**src/rtl/rc_scan.sv**
```systemverilog
module rc_scan #(
    parameter int LEN_W = 7
) (
    input  logic             clk,
    input  logic             rst_n,
    input  logic             go,
    input  logic [LEN_W-1:0] len_a,
    input  logic [LEN_W-1:0] len_b,
    input  logic             need_nz,
    output logic             a_rd,
    output logic [LEN_W-1:0] a_addr,
    input  logic [7:0]       a_data,
    output logic             b_rd,
    output logic [LEN_W-1:0] b_addr,
    input  logic [7:0]       b_data,
    output logic             fin,
    output logic             ok
);
    typedef struct packed {
        logic             busy;
        logic             issuing;
        logic [LEN_W-1:0] k;      // significance index being requested
        logic [LEN_W-1:0] la;
        logic [LEN_W-1:0] lb;
        logic             need_nz;
        logic             vld;    // read data for a requested index arrives
        logic             pad_a;
        logic             pad_b;
        logic             last;
        logic             lt;
        logic             nz;
        logic             fin;
        logic             ok;
    } scan_t;

    scan_t q, d;

    logic [7:0]       a_byte, b_byte;
    logic             lt_now, gt_now, nz_now, win;
    logic [LEN_W-1:0] top_len;

    always_comb begin
        top_len = (len_a > len_b) ? len_a : len_b;
        a_byte  = q.pad_a ? 8'h00 : a_data;
        b_byte  = q.pad_b ? 8'h00 : b_data;
        lt_now  = q.lt | (a_byte < b_byte);
        gt_now  = !q.lt && (a_byte > b_byte);
        nz_now  = q.nz | (a_byte != 8'h00);
        win     = lt_now && (!q.need_nz || nz_now);

        d     = q;
        d.fin = 1'b0;
        d.vld = 1'b0;
        if (!q.busy) begin
            if (go) begin
                d.la      = len_a;
                d.lb      = len_b;
                d.need_nz = need_nz;
                d.lt      = 1'b0;
                d.nz      = 1'b0;
                d.ok      = 1'b0;
                if (top_len == '0) begin
                    d.fin = 1'b1;
                end else begin
                    d.busy    = 1'b1;
                    d.issuing = 1'b1;
                    d.k       = top_len - LEN_W'(1);
                end
            end
        end else begin
            if (q.issuing) begin
                d.vld   = 1'b1;
                d.pad_a = (q.k >= q.la);
                d.pad_b = (q.k >= q.lb);
                d.last  = (q.k == '0);
                if (q.k == '0) d.issuing = 1'b0;
                else           d.k = q.k - LEN_W'(1);
            end
            if (q.vld) begin
                d.lt = lt_now;
                d.nz = nz_now;
                if (gt_now || win || q.last) begin
                    d.busy    = 1'b0;
                    d.issuing = 1'b0;
                    d.vld     = 1'b0;
                    d.fin     = 1'b1;
                    d.ok      = win;
                end
            end
        end
    end

    always_ff @(posedge clk or negedge rst_n) begin
        if (!rst_n) q <= '0;
        else        q <= d;
    end

    assign a_rd   = q.busy && q.issuing && (q.k < q.la);
    assign b_rd   = q.busy && q.issuing && (q.k < q.lb);
    assign a_addr = q.la - q.k - LEN_W'(1);
    assign b_addr = q.lb - q.k - LEN_W'(1);
    assign fin    = q.fin;
    assign ok     = q.ok;

    // requests stay inside the operand
    a_r10_cand_addr_in_range: assert property (@(posedge clk) disable iff (!rst_n)
        a_rd |-> (a_addr < q.la));
    a_r10_bound_addr_in_range: assert property (@(posedge clk) disable iff (!rst_n)
        b_rd |-> (b_addr < q.lb));
    // a finish always closes an active scan or a zero-length start
    a_r8_fin_follows_activity: assert property (@(posedge clk) disable iff (!rst_n)
        q.fin |-> ($past(q.busy) || $past(go)));
    // success needs a strict less-than decision
    a_r4_ok_needs_less: assert property (@(posedge clk) disable iff (!rst_n)
        (q.fin && q.ok) |-> q.lt);
    // success on a nonzero-demanding check needs a nonzero byte seen
    a_r6_ok_needs_nonzero: assert property (@(posedge clk) disable iff (!rst_n)
        (q.fin && q.ok && q.need_nz) |-> q.nz);
endmodule

```
**config.mk**
```make
export PLATFORM = sky130hd
export DESIGN_NAME = rc_scan
export DESIGN_NICKNAME = d
export VERILOG_FILES = /design/src/rtl/rc_scan.sv
export SDC_FILE = /design/constraint.sdc
export NUM_CORES = 1
export LEC_CHECK = 0
export BUFFER_PORTS_ARGS = -buffer_cell sky130_fd_sc_hd__buf_4
export CORE_MARGIN = 2
export CORE_UTILIZATION = 30
export DETAILED_ROUTE_END_ITERATION = 12
export GPL_ROUTABILITY_DRIVEN = 0
export PLACE_DENSITY = 0.55
export SLEW_MARGIN = 10
export SYNTH_ARGS = -nofsm -noshare
export SYNTH_HDL_FRONTEND = slang
export SYNTH_SLANG_ARGS = --single-unit
```
**constraint.sdc**
```tcl
create_clock -name clk -period 3.3 [get_ports clk]
set_input_delay 0.66 -clock clk [delete_from_list [all_inputs] [get_ports clk]]
set_output_delay 0.66 -clock clk [all_outputs]
set_load 0.005 [all_outputs]
```
==> flow_summary.json <==
{
  "status": "finished clean",
  "place_ws_ps": 80.41,
  "synth_nets": 420,
  "grt_max_degree": 33,
  "end_kind": "output pin",
  "critPathKind": "reg2out",
  "finalSetupViolations": 0,
  "via_per_inst": 4.935,
  "htree_levels": 2,
  "drcViolationCount": 0,
  "crit_start": "q[23]$_DFFE_PN0P_",
  "clockBufferDepth": 2,
  "ys_seq_elements": 32,
  "root_buffer": "clkbuf_8",
  "post-route-period-util_pct": 94.99,
  "power_density_nw_per_um2": 1004,
  "grt_usage_pct": 15.58,
  "timing.rr.start": "q[5]$_DFFE_PN0P_",
  "cp.required_ps": 2640,
  "first_pass_iters": 4,
  "post_drt_wl_per_cell_um": 14.73,
  "drt_iter0_markers": 202,
  "overflow": 0,
  "start_util_pct": 31.13,
  "antenna_cells": 0,
  "drive_above_1_share_pct": 18.14,
  "seq_area_frac_synth_pct": 27.57,
  "finalClockSkew_ps": 6.837,
  "fin_crit_ps": 3135,
  "hold_class": "in2async",
  "routed_wl_um": 7747,
  "syn_inst": 341,
  "core-area_um2": 9328,
  "clock_sinks": 32,
  "final_hold_viol_count": 0,
  "dieArea_um2": 10480,
  "synth-main-ff-cell": "dfrtp_1",
  "ctsHoldBuffers": 0,
  "finalNonFillerCells": 526,
  "grt_pass1_vias": 2481,
  "antenna_left": 0,
  "fin_nets": 476,
  "area_delta_synth_final_pct": 21.63,
  "fin_setup_tns_ps": 0,
  "max_freq_ghz": 0.3190,
  "maxSlewViolCount": 0,
  "drv_cap": 0,
  "die_w_um": 102.4,
  "yosys_warnings": 0,
  "die_y_um": 102.4,
  "hpwl_um": 6279,
  "leakagePower_nw": 1.658,
  "synth_area_per_cell_um2": 8.516,
  "antenna_found_initial": 0,
  "layout_commonest_cell": "buf_4",
  "async_reset_ff_share_pct": 100.0,
  "final_cell_mix": "buf_4, ha_1, inv_1",
  "crit_arrival_ps": 2470,
  "slew_headroom_pct": 54.29,
  "grt_pass1_wl_um": 12690,
  "rsz0062_at_grt": "false",
  "vias": 2596,
  "io_pins": 52,
  "setup_ws_ps": 165.5,
  "insertion_delay_ps": 280,
  "synth_cell_types": 53,
  "dp_cells": 517,
  "p_total_w": 0.003548,
  "netlist_area_um2": 2904,
  "irDropWorstVdd_mv": 0.3852,
  "cts_tree": "yes",
  "clk_pin_slew_ps": 70,
  "rows": 35,
  "synth_edf_count": 0,
  "cts_buffers": 5,
  "io_buffers": 51,
  "tightest_slew_ps": 682.5,
  "critPathLaunchType": "flop",
  "critPathMaxFanout": 5
}
repair_timing:
| item | CTS | global route |
|---|---|---|
| endpoints found under the hold margin | 0 | 0 |
| gates resized for setup | 0 | 3 |
| setup endpoints to repair | 0 | 1 |
| setup buffers | 0 | 2 |
kinds of logic (layout without fill, tap and decap cells):
logic type	count (synthesis)	count (layout)	synth area share, %
muxes	4	4	1.982
adders and majority gates	45	45	19.91
and+or+nand+nor	113	113	19.73
AOI/OAI and AO/OA	85	85	19.17
buffers and inverters	43	99	5.902
DFF	32	32	27.57
xor gates and xnor gates	19	19	5.730
synthesized netlist by cell type, drive strengths merged (2+ instances only):
cell | n | area, µm²
nand4 | 5 | 31.28
nor2 | 21 | 78.83
mux2i | 3 | 42.54
xor2 | 3 | 26.28
and4b | 2 | 20.02
ha | 43 | 538.0
or3 | 2 | 12.51
a21o | 6 | 45.04
nand2 | 33 | 123.9
a31oi | 3 | 33.78
buf | 3 | 21.27
o311ai | 2 | 17.52
nand3b | 2 | 15.01
inv | 36 | 135.1
nor2b | 13 | 81.33
fa | 2 | 40.04
xnor2 | 16 | 140.1
nand3 | 5 | 25.02
dfrtp | 32 | 800.8
o21a | 3 | 22.52
nor4 | 4 | 25.02
and3 | 2 | 12.51
o211ai | 3 | 22.52
o21ai | 20 | 100.1
o21bai | 5 | 37.54
a21oi | 30 | 161.4
nor3 | 9 | 45.04
clkbuf | 4 | 15.01
nand2b | 9 | 56.30
per-stage QoR:
| step | hold slack (ps) | cell area (µm²) | utilization [%] |
|---|---|---|---|
| 6_report | 303.3 | 3532 | 37.87 |
| 5_1_grt | 342.4 | 3532 | 37.87 |
| 3_5_place_dp | 464.8 | 3435 | 36.82 |
| 4_1_cts | 324.4 | 3512 | 37.65 |
| 3_3_place_gp | 458.1 | 3435 | 36.82 |
| 2_1_floorplan | 364.4 | 2904 | - |
registers in the layout (all words and copies together), names as in the netlist:
signal  count
fin         1
ok          1
q          30
worst paths after layout:
| kind | end | slack (ps) | depth (start not counted) |
|---|---|---|---|
| max | a_addr[6] | 170 | 10 |
| min in group clk | q[8]$_DFFE_PN0P_ | 480 | 2 |
| min reg2reg | q[8]$_DFFE_PN0P_ | 480 | 2 |
| max reg2reg | fin$_DFF_PN0_ | 790 | 9 |
| min | q[15]$_DFFE_PN0P_ | 300 | 1 |
| max in group asynchronous | q[24]$_DFFE_PN0P_ | 2650 | 1 |
final cells by class:
cell class,count,area [µm²]
well taps,129,161.4
inverters,36,138.9
fillers,972,5796
clock inverters,1,5.005
multi-input cells,266,1932
repair buffers,56,420.4
clock buffers,6,72.57
flip-flops and latches,32,802.0
where the power goes:
part / internal [W] / switching, W / total, W / leakage [nW]
registers: 0.000581 / 0.000223 / 0.000804 / 0.393
clock network: 0.000143 / 0.000144 / 0.000288 / 0.0410
logic: 0.00122 / 0.00124 / 0.00246 / 1.22
total: 0.00194 / 0.00161 / 0.00355 / 1.66
per-layer routing:
| metal | up-vias | GRT usage, % | wire length, µm |
|---|---|---|---|
| li1 | 1299 | - | - |
| met1 | 1231 | 23.06 | 3854 |
| met2 | 62 | 24.54 | 3502 |
| met3 | 4 | 1.847 | 330 |
| met4 | 0 | 3.077 | 60 |
| met5 | - | 0 | 0 |
worst max-delay path, cell delays in order, from the launching register on:
cell      delay (ps)
dfrtp_1          440
inv_2            110
ha_1             230
fa_1             410
a21oi_1          160
nor2_1            50
nor2_1           160
o21bai_1         120
a21oi_1          190
xnor2_1          160
buf_4            150
Note: power is estimated with default switching activity, not from simulation.
